--- config.mk ---
export PLATFORM = sky130hd
export DESIGN_NAME = mbox_fifo
export DESIGN_NICKNAME = d
export VERILOG_FILES = /design/src/rtl/mbox_fifo.sv
export SDC_FILE = /design/constraint.sdc
export NUM_CORES = 1
export LEC_CHECK = 0
export BUFFER_PORTS_ARGS = -buffer_cell sky130_fd_sc_hd__buf_4
export CAP_MARGIN = 0
export CORE_MARGIN = 1
export CORE_UTILIZATION = 35
export DETAILED_ROUTE_END_ITERATION = 10
export HOLD_SLACK_MARGIN = 0.03
export SLEW_MARGIN = 10
export SYNTH_ARGS = -nofsm -noshare
export SYNTH_HDL_FRONTEND = slang
export SYNTH_SLANG_ARGS = --single-unit
--- constraint.sdc ---
create_clock -name clk -period 8.55 [get_ports clk]
set_input_delay 1.71 -clock clk [delete_from_list [all_inputs] [get_ports clk]]
set_output_delay 1.71 -clock clk [all_outputs]
set_load 0.005 [all_outputs]
--- src/rtl/mbox_fifo.sv ---
module mbox_fifo #(
  parameter int DEPTH = 8,
  parameter logic [19:0] LO_OFS = 20'hF0310,
  parameter logic [19:0] HI_OFS = 20'hF0314
) (
  input  logic        clk,
  input  logic        rst_n,
  input  logic        push_valid,
  input  logic [63:0] push_data,
  input  logic        reg_rd,
  input  logic [19:0] reg_addr,
  output logic [31:0] reg_rdata,
  output logic        fifo_empty,
  output logic        fifo_full,
  output logic        msg_pending,
  output logic        overflow
);
  localparam int IW = (DEPTH > 1) ? $clog2(DEPTH) : 1;
  localparam int CW = $clog2(DEPTH + 1);

  logic [63:0]   mem [DEPTH];
  logic [IW-1:0] rd_idx, wr_idx;
  logic [CW-1:0] count;
  logic          sel_lo, sel_hi, pop, push;
  logic [63:0]   head;

  function automatic logic [IW-1:0] step(input logic [IW-1:0] i);
    return (i == IW'(DEPTH - 1)) ? '0 : i + 1'b1;
  endfunction

  assign sel_lo      = reg_rd && (reg_addr == LO_OFS);
  assign sel_hi      = reg_rd && (reg_addr == HI_OFS);
  assign fifo_empty  = (count == '0);
  assign fifo_full   = (count == CW'(DEPTH));
  assign msg_pending = !fifo_empty;
  assign pop         = sel_hi && !fifo_empty;
  assign push        = push_valid && (!fifo_full || pop);
  assign head        = mem[rd_idx];

  always_comb begin
    reg_rdata = '0;
    if (!fifo_empty) begin
      if (sel_lo)      reg_rdata = head[31:0];
      else if (sel_hi) reg_rdata = head[63:32];
    end
  end

  always_ff @(posedge clk) begin
    if (push) mem[wr_idx] <= push_data;
  end

  always_ff @(posedge clk) begin
    if (!rst_n) begin
      rd_idx   <= '0;
      wr_idx   <= '0;
      count    <= '0;
      overflow <= 1'b0;
    end else begin
      if (push) wr_idx <= step(wr_idx);
      if (pop)  rd_idx <= step(rd_idx);
      case ({push, pop})
        2'b10:   count <= count + 1'b1;
        2'b01:   count <= count - 1'b1;
        default: count <= count;
      endcase
      if (push_valid && !push) overflow <= 1'b1;
    end
  end
endmodule

==> results of run 1 <==
## registers in the layout, summed over array words and instances, names as in the netlist, named ones only
register and count:
rd_idx 3, wr_idx 3, count 4, overflow 1, mem 512
## cell type report
cell class                 instances  area share [%]
sequential                       526           65.33
tap                              756           3.945
clock inverter                    32           1.461
multi-input combinational        291           18.89
clock buffer                      64           5.704
timing repair buffer             144           4.561
inverter                           7          0.1096
## how the worst min path moves through the flow
stage                     slack [ns]       from  cells past startpoint        end
after global placement          0.45  rd_idx[1]                      2  flip-flop
after CTS                       0.49  rd_idx[1]                      2  flip-flop
after detailed placement        0.47   overflow                      2   overflow
after global routing            0.50  rd_idx[1]                      2  flip-flop
after floorplan                 0.45  rd_idx[1]                      2  flip-flop
final                           0.48  rd_idx[1]                      2  flip-flop
## power by group through the flow
stage / Clock (mW) / Sequential, mW / Combinational [mW]
after CTS: 2.36 / 2.89 / 0.184
after detailed placement: 0 / 2.95 / 0.184
final: 2.30 / 2.89 / 0.179
after global routing: 2.46 / 2.89 / 0.195
after floorplan: 0 / 2.95 / 0.0817
after global placement: 0 / 2.94 / 0.179
## worst max-delay path, delay by kind of cell
kind	cells	cell delay, ns
buffers and inverters	3	0.63
AND/OR/NAND/NOR	4	1.52
## stage by stage
stage | utilization, % | area, um^2 | total power, mW | cells | worst slack [ns]
final | 42.19 | 23980 | 5.368 | 1820 | 2.937
after CTS | 42.19 | 23980 | 5.433 | 1820 | 2.828
after global placement | 39.17 | 22260 | 3.122 | 1724 | 2.897
after detailed placement | 39.17 | 22260 | 3.129 | 1724 | 2.844
after floorplan | - | 20320 | 3.032 | 865 | 0.4119
after global routing | 42.19 | 23980 | 5.544 | 1820 | 2.715
## cells by family (layout without fill, tap and decap cells)
group | Yosys count | count (layout)
AOI/OAI and AO/OA | 23 | 23
xor gates and xnor gates | 1 | 1
adders and majority gates | 7 | 7
buffers and inverters | 48 | 247
DFF | 526 | 526
muxes | 163 | 163
and+or+nand+nor | 97 | 97
## synthesized netlist by cell type, types with 2 or more instances
master | number | area share (%)
edfxtp_1 | 512 | 76
mux4_2 | 160 | 18
nor2b_1 | 32 | 0.99
clkbuf_1 | 21 | 0.39
nand2_1 | 15 | 0.28
dfxtp_1 | 14 | 1.4
buf_1 | 10 | 0.18
buf_2 | 10 | 0.25
a21oi_1 | 8 | 0.20
nand3_1 | 8 | 0.20
nor2_1 | 8 | 0.15
ha_1 | 6 | 0.37
nor3_1 | 6 | 0.15
inv_1 | 5 | 0.092
nor4bb_1 | 5 | 0.25
nor4_1 | 3 | 0.092
nor4b_1 | 3 | 0.13
o21ai_1 | 3 | 0.074
or3_1 | 3 | 0.092
a21o_1 | 2 | 0.074
a31oi_1 | 2 | 0.062
clkinv_1 | 2 | 0.037
mux2i_1 | 2 | 0.099
nand2b_1 | 2 | 0.062
nand4_1 | 2 | 0.062
o211ai_1 | 2 | 0.074
## routing by layer
metal	vias up	GRT usage (%)	part of all wire, %
li1	4024	-	-
met1	4943	19.22	43
met2	195	24.27	51
met3	62	2.698	4.5
met4	2	4.587	2.2
met5	-	0	0.033
## layout by cell type, fill, tap and decap left out, types with 7 or more instances in the layout
master / count
edfxtp_1: 512
mux4_2: 160
buf_4: 143
clkbuf_16: 53
nor2b_1: 32
nand2_1: 15
clkinv_1: 15
clkbuf_1: 11
dfxtp_1: 11
clkinv_2: 9
a21oi_1: 8
bufinv_16: 8
nand3_1: 7
==> impl_metrics.yaml, run 1 <==
synth:
  netlist_area_um2: 20320
  synthMuxAreaShare_pct: 17.89
  ys_async_sr_fraction_pct: 0
  synthSimpleGateAreaFrac_pct: 2.863
  synth-seq-cells: 526
  seq_area_frac_synth_pct: 77.04
  ys_warn_count: 0
  synth-edff-count: 512
  synth_compound_area_share_pct: 0.7512
  synthFlopType: "edfxtp_1"
  syn_inst: 865
  synth_xor_xnor_area_share_pct: 0.04310
  syn_avg_cell_area_um2: 23.49
  synth_top_family_by_area: "multiplexers"
  synth_cell_types: 45
  synth_adder_area_share_pct: 0.4680
  synthesis.nets: 960
worst_setup_path:
  crit_arrival_ns: 3.90
  crit_path_frequent_cell: "buf_4"
  timing.rr.end: "mem[5][42]"
  required_ns: 6.84
  r2r-start: "count[1]"
  rr_worst_depth: 6
  end_kind: "output port"
  startpoint: "reg_addr[3]"
  endpoint: "reg_rdata[16]"
  cp_cell_sequence: "buf_4, or4b_4, nor3_2, nand3_2, buf_4, nor2b_1, buf_4"
  path_class: "in -> out"
  max_stage_delay_ns: 0.54
  r2r_slack_ns: 5.31
  cp_slowest_cell: "or4b_4"
  crit_fanout: 17
  crit_path_start_kind: "primary input"
power_and_ir_drop:
  p_sw_share_pct: 19.27
  p_per_area_nw_per_um2: 223.9
  pwr-share-seq_pct: 53.8
  cellLeakagePower_nw: 7.473
  max-vdd-ir-drop_v: 0.0001373
  internal-power_mw: 4.334
  comb_power_share_pct: 3.3
  p_clk_share_pct: 42.8
  p_switching_mw: 1.035
timing:
  period_needed_ns: 5.613
  tns_ns: 0
  post-route-period-util_pct: 65.65
  hold_viol_final: 0
  fmax_mhz: 178.2
  maxSlewViolCount: 0
  tightest_slew_ns: 1.146
  fin_skew_ns: 0.007083
  rsz0062_at_grt: "no"
  setup_viol: 0
  hold_ws_ns: 0.4758
  slew_headroom_pct: 23.41
clock_tree:
  cts_buffer_depth: 3
  cts_resized: 0
  cts_sinks: 526
  cts_hold_buf: 0
  cts_made_buffers: 52
  cts_tree: "yes"
  root_buffer: "clkbuf_16"
  clk_latency_ns: 0.58
  h-tree-depth: 2
  cts_setup_buffers: 0
  clk_pin_slew_ns: 0.06
layout:
  multi_input_area_um2: 4528
  num_antenna_cells: 0
  seq_area_um2: 15660
  fill_cells: 4904
  nets: 1117
  layout-drive-gt1-share_pct: 37.03
  area_growth_syn_to_layout_pct: 17.99
global_route:
  grt_pass1_vias: 9929
  antenna_found_initial: 1
  grt.overflow.total: 0
  grt_usage_pct: 14.52
  grt_start_max_net_pins: 82
  grt_pass1_wl_um: 63760
floorplan:
  dieHeight_um: 243.0
  die-width_um: 243.0
  core_area_um2: 56820
  io_pins: 124
  rows: 87
  start_util_pct: 35.76
  die_area_um2: 59030
placed_design:
  portBuffers: 123
  dpl.hpwl_um: 23470
  place.gp.congestion: 0.6943
routing:
  drt_first_pass_iters: 5
  via_count: 9226
  ant_nets: 0
  drt_iter0_markers: 648
  drc: 0
  wl_per_cell_um: 23.14
  drt-total-wl_um: 42110
  vias_per_cell: 5.069
worst_hold_path:
  hold_path.class: "reg -> reg"
run:
  maxCapViolCount: 0
outcome:
  status: "finished, final reports clean"
No activity file was read; power rests on OpenSTA's default activity.
==> run 2, diff against run 1 <==
==> constraint.sdc (replaced) <==
create_clock -name clk -period 5.2 [get_ports clk]
set_input_delay 1.04 -clock clk [delete_from_list [all_inputs] [get_ports clk]]
set_output_delay 1.04 -clock clk [all_outputs]
set_load 0.005 [all_outputs]
==> run 2 against run 1 <==
  * First-iteration DRC count fell by 8.3%
  * Clock skew up 0.0030 ns
  * Register-to-register slack got worse by 2.8 ns
  * Count of clock-buffer cells in the layout increased by 4
  * Setup slack got worse by 2.0 ns
  * Routed wire length decreased by 0.55%
  * Cell area increased by 0.28%
  * Critical path depth is 2 lower
  * Sequential power is 64% higher
  * Sequential cell count unchanged
  * Final cell count down 0.16%
  * Non-clock buffer count stayed put
  * Critical path type is now reg -> out
  * Critical endpoint is now reg_rdata[0]
  * Largest cell class unchanged
  * Highest routed layer unchanged
==> impl_metrics.yaml, run 2 (synthesis results as in run 1) <==
outcome:
  status: "finished, final reports clean"
floorplan:
  core_area_um2: 56820
  die_area_um2: 59030
  start_util_pct: 35.76
  rows: 87
  dieHeight_um: 243.0
  die-width_um: 243.0
  io_pins: 124
clock_tree:
  cts_buffer_depth: 3
  cts_setup_buffers: 0
  clk_latency_ns: 0.59
  cts_resized: 0
  h-tree-depth: 2
  clk_pin_slew_ns: 0.06
  cts_made_buffers: 52
  cts_sinks: 526
  cts_hold_buf: 0
  cts_tree: "yes"
  root_buffer: "clkbuf_16"
worst_setup_path:
  r2r_slack_ns: 2.54
  r2r-start: "count[1]"
  crit_arrival_ns: 3.19
  timing.rr.end: "count[3]"
  max_stage_delay_ns: 0.71
  crit_path_start_kind: "flip-flop"
  cp_slowest_cell: "dfxtp_4"
  path_class: "reg -> out"
  required_ns: 4.16
  rr_worst_depth: 9
  cp_cell_sequence: "buf_4, mux4_2, mux4_2, nor2b_1, buf_4"
  end_kind: "output port"
  crit_fanout: 25
  endpoint: "reg_rdata[0]"
power_and_ir_drop:
  total_power_mw: 8.556
  max-vdd-ir-drop_v: 0.0002461
  cellLeakagePower_nw: 7.450
  p_per_area_nw_per_um2: 355.9
worst_hold_path:
  hold_path.class: "reg -> reg"
placed_design:
  dp_cells: 1724
  place_ws_ns: 1.121
  place.gp.congestion: 0.7206
  dpl.hpwl_um: 22070
  portBuffers: 123
global_route:
  antenna_found_initial: 6
  grt_usage_pct: 14.50
  grt_start_max_net_pins: 73
  grt_pass1_vias: 10010
  grt.overflow.total: 0
  grt_pass1_wl_um: 63790
timing:
  maxSlewViolCount: 0
  fin_skew_ns: 0.01009
  hold_ws_ns: 0.4755
  slew_headroom_pct: 29.04
  fmax_mhz: 236.5
  rsz0062_at_grt: "no"
  setup_viol: 0
  tns_ns: 0
  hold_viol_final: 0
  period_needed_ns: 4.228
  post-route-period-util_pct: 81.30
  tightest_slew_ns: 1.050
  setup_ws_ns: 0.9724
run:
  maxCapViolCount: 0
layout:
  reg_top3: "mem (512), count (4)"
  mostFrequentLayoutCells: "512 x edfxtp_1, 160 x mux4_2, 128 x buf_4"
  area_growth_syn_to_layout_pct: 18.31
  layout-drive-gt1-share_pct: 36.66
  largest_reg_flops: 512
  final_common_cell: "edfxtp_1"
  nets: 1117
  final_cells: 1817
  top_register: "mem"
  num_antenna_cells: 0
routing:
  drt_iter0_markers: 594
  drt_first_pass_iters: 4
  drc: 0
  vias_per_cell: 5.110
  ant_nets: 0
  wl_per_cell_um: 23.05
  via_count: 9284
  drt-total-wl_um: 41870
[run 2: cell count changes in the layout (fill, tap and decap cells not counted)]
cell,delta
clkinv_8,+1
buf_4,-15
clkbuf_1,+3
clkinv_1,-1
clkinvlp_4,-1
bufinv_16,-6
clkbuf_8,+2
inv_16,+1
clkbuf_16,-1
clkinv_2,-1
nor3_2,-4
buf_12,+15
nor3_4,+4
[run 2: per-stage QoR]
step | cell area (um^2) | utilization, %
final | 24040 | 42.31
after global routing | 24040 | 42.31
after CTS | 24040 | 42.31
after detailed placement | 22470 | 39.55
after global placement | 22470 | 39.55
after floorplan | 20350 | -
[run 2: worst min-delay path by stage]
| stage | start | endpoint | slack, ns | cells past startpoint |
|---|---|---|---|---|
| finish | rd_idx[2] | flip-flop | 0.48 | 2 |
| floorplan | rd_idx[1] | flip-flop | 0.45 | 2 |
| global placement | rd_idx[2] | flip-flop | 0.45 | 2 |
| global route | rd_idx[2] | flip-flop | 0.50 | 2 |
| detailed placement | overflow | overflow | 0.47 | 2 |
| CTS | rd_idx[2] | flip-flop | 0.48 | 2 |
[run 2: area by class of cell]
type	instances	area, um^2
Clock inverter	25	190.2
Clock buffer	68	1381
Multi-Input combinational cell	291	4553
Tap cell	756	945.9
Fill cell	4919	32780
Sequential cell	526	15660
Timing Repair Buffer	144	1281
Inverter	7	26.28
[run 2: worst max-delay path: cells and delay by family (launching register included)]
family        cells  cell delay [ns]
mux               2             1.07
flops             1             0.71
buf+inv           2             0.64
simple gates      1             0.16
[run 2: report_power, final]
part | internal (mW) | switching (mW) | total (mW)
registers | 4.73 | 0.0186 | 4.75
logic | 0.145 | 0.164 | 0.310
clock network | 1.97 | 1.53 | 3.49
[run 2: per-layer routing]
metal / track usage, % / routed length, um / vias up / share of wire, %
met2: 23.97 / 20840 / 195 / 50
li1: - / - / 4019 / -
met4: 3.385 / 679 / 12 / 1.6
met1: 19.27 / 18080 / 4994 / 43
met3: 3.616 / 2176 / 64 / 5.2
met5: 0 / 101 / - / 0.24
==> run 3, diff against run 2 <==
--- a/config.mk
+++ b/config.mk
@@ -5,6 +5,7 @@
 export SDC_FILE = /design/constraint.sdc
 export NUM_CORES = 1
 export LEC_CHECK = 0
+export ABC_AREA = 1
 export BUFFER_PORTS_ARGS = -buffer_cell sky130_fd_sc_hd__buf_4
 export CAP_MARGIN = 0
 export CORE_MARGIN = 1
==> constraint.sdc (replaced) <==
create_clock -name clk -period 3.85 [get_ports clk]
set_input_delay 0.77 -clock clk [delete_from_list [all_inputs] [get_ports clk]]
set_output_delay 0.77 -clock clk [all_outputs]
set_load 0.005 [all_outputs]
==> run 3 against run 2 <==
  * Sequential cell count stayed put
  * Critical path type unchanged
  * Core utilization is 0.91 points lower
  * Setup slack worse by 0.74 ns
  * Cell area is 2.2% higher
  * Routed wire length is 31% higher
  * Sequential power is 36% higher
  * Combinational power is 47% higher
  * Hold slack worse by 0.050 ns
==> impl_metrics.yaml, run 3 <==
outcome:
  status: "finished, final reports clean"
routing:
  via_count: 13540
  drc: 0
  wl_per_cell_um: 20.89
  drt-total-wl_um: 54740
  vias_per_cell: 5.167
  ant_nets: 0
  drt_iter0_markers: 1227
  drt_first_pass_iters: 5
power_and_ir_drop:
  p_sw_share_pct: 20.91
  p_switching_mw: 2.423
  cellLeakagePower_nw: 8.463
  p_per_area_nw_per_um2: 471.6
  pwr-share-seq_pct: 55.9
  internal-power_mw: 9.166
  comb_power_share_pct: 3.9
  max-vdd-ir-drop_v: 0.0002899
  p_clk_share_pct: 40.2
synth:
  synthesis.nets: 1802
  ys_top_cells_by_area: "edfxtp_1 73%, nand2_1 5.5%, nand3_1 5.4%, nor2_1 4.4%, o21ai_0 3.2%"
  ys_async_sr_fraction_pct: 0
  yosys.cell_count.top_type: "edfxtp_1"
  yosys-top-cells-count: "512 x edfxtp_1, 310 x nand2_1, 248 x nor2_1"
  seq_area_frac_synth_pct: 73.99
  synth-seq-cells: 526
  synth_cell_types: 30
  netlist_area_um2: 21160
  synth-edff-count: 512
  syn_avg_cell_area_um2: 12.40
  yosys.area.top_type_share_pct: 72.66
  syn_inst: 1707
  synthFlopType: "edfxtp_1"
  yosysTopAreaCell: "edfxtp_1"
  ys_warn_count: 0
placed_design:
  dpl.hpwl_um: 30450
  dp_cells: 2532
  place.gp.congestion: 0.8176
  portBuffers: 123
  place_ws_ns: 0.6059
clock_tree:
  cts_hold_buf: 0
  clk_latency_ns: 0.58
  cts_sinks: 526
  cts_buffer_depth: 3
  root_buffer: "clkbuf_16"
  cts_resized: 0
  cts_tree: "yes"
  cts_setup_buffers: 0
  cts_made_buffers: 50
  h-tree-depth: 2
  clk_pin_slew_ns: 0.07
timing:
  slew_headroom_pct: 43.05
  rsz0062_at_grt: "no"
  post-route-period-util_pct: 93.84
  tightest_slew_ns: 0.8523
  hold_viol_final: 0
  maxSlewViolCount: 0
  period_needed_ns: 3.613
  setup_viol: 0
  fmax_mhz: 276.8
  setup_ws_ns: 0.2373
  fin_skew_ns: 0.01661
worst_setup_path:
  timing.rr.end: "count[3]"
  end_kind: "output port"
  r2r_slack_ns: 0.91
  cp_slowest_cell: "dfxtp_4"
  crit_fanout: 64
  cp_cell_sequence: "inv_6, buf_4, nand2_1, nand3_1, nand3_1, nand3_1, nand2_1, nor2_1, buf_4"
  crit_arrival_ns: 2.84
  required_ns: 3.08
  crit_path_start_kind: "flip-flop"
  path_class: "reg -> out"
  max_stage_delay_ns: 0.49
  endpoint: "reg_rdata[27]"
  rr_worst_depth: 15
  r2r-start: "count[0]"
  crit_path_frequent_cell: "nand3_1"
layout:
  top_register: "mem"
  nets: 1906
  layout-drive-gt1-share_pct: 13.92
  final_cells: 2621
  largest_reg_flops: 512
  reg_top3: "mem (512), count (4)"
  final_common_cell: "edfxtp_1"
  mostFrequentLayoutCells: "512 x edfxtp_1, 310 x nand2_1, 240 x nor2_1"
  area_growth_syn_to_layout_pct: 16.13
global_route:
  grt_usage_pct: 17.69
  grt_pass1_wl_um: 81280
  grt_start_max_net_pins: 129
  antenna_found_initial: 11
  grt_pass1_vias: 12820
  grt.overflow.total: 0
floorplan:
  die_area_um2: 61440
  die-width_um: 247.9
  rows: 89
  io_pins: 124
  core_area_um2: 59350
  dieHeight_um: 247.9
  start_util_pct: 35.65
worst_hold_path:
  hold_start: "push_data[0]"
  hold_path.class: "in -> reg"
run:
  maxCapViolCount: 0
[run 3: changes by cell type in the layout (fill, tap and decap cells not counted), sizes merged, moves of 9 or more]
cell	before	now
a21oi	8	38
a31oi	2	33
buf	144	163
clkbuf	68	59
inv	7	24
mux4	160	0
nand2	15	313
nand3	8	230
nor2	8	252
nor2b	32	0
o21ai	4	135
o221ai	0	32
[run 3: per-stage QoR]
step	power [mW]	setup TNS [ns]	hold slack (ns)	utilization, %	cell area (um^2)
2_1_floorplan	6.785	-231.05	0.4642	-	21170
6_report	11.59	0	0.4256	41.40	24570
5_1_grt	11.92	0	0.4069	41.40	24570
3_5_place_dp	7.060	0	0.4699	38.85	23060
3_3_place_gp	7.044	0	0.4689	38.85	23060
4_1_cts	11.67	0	0.3947	41.39	24570
[run 3: layout make-up]
cell class	count	area, um^2
sequential	526	15660
antenna	2	5.005
clock buffer	59	1285
clock inverter	28	226.5
multi-input combinational	1048	4886
timing repair buffer	163	1449
fill	5398	34780
tap	773	967.2
inverter	22	90.09
[run 3: layer usage]
layer	GRT usage (%)	up-vias	part of all wire, %
met2	27.59	425	46
met5	0	-	0.22
met3	3.904	101	7.3
met1	24.34	6646	44
met4	6.063	18	2.7
li1	-	6353	-
[run 3: logic make-up after synthesis]
| family | after synthesis | synth area share (%) |
|---|---|---|
| and+or+nand+nor | 800 | 15.84 |
| DFF | 526 | 73.99 |
| AOI/OAI and AO/OA | 240 | 6.475 |
| buffers and inverters | 133 | 3.211 |
| adders and majority gates | 7 | 0.4494 |
| xor gates and xnor gates | 1 | 0.04140 |
[run 3: critical path: cells and delay by family, from the launching register on]
family / cells / cell delay [ns]
buffers and inverters: 3 / 1.00
and+or+nand+nor: 6 / 0.72
DFF: 1 / 0.49
[run 3: power by group through the flow]
stage          Clock (mW)  Combinational, mW  Sequential [mW]
6_report             4.66              0.456             6.48
5_1_grt              4.93              0.503             6.48
4_1_cts              4.73              0.462             6.48
3_5_place_dp            0              0.461             6.60
3_3_place_gp            0              0.450             6.59
2_1_floorplan           0              0.180             6.61
[run 3: how the worst min path moves through the flow]
stage | to | slack, ns | depth (start not counted)
floorplan | overflow | 0.46 | 1
global placement | overflow | 0.47 | 1
detailed placement | overflow | 0.47 | 1
CTS | mem[3][24] | 0.39 | 1
global route | mem[3][55] | 0.41 | 1
finish | mem[2][0] | 0.43 | 1
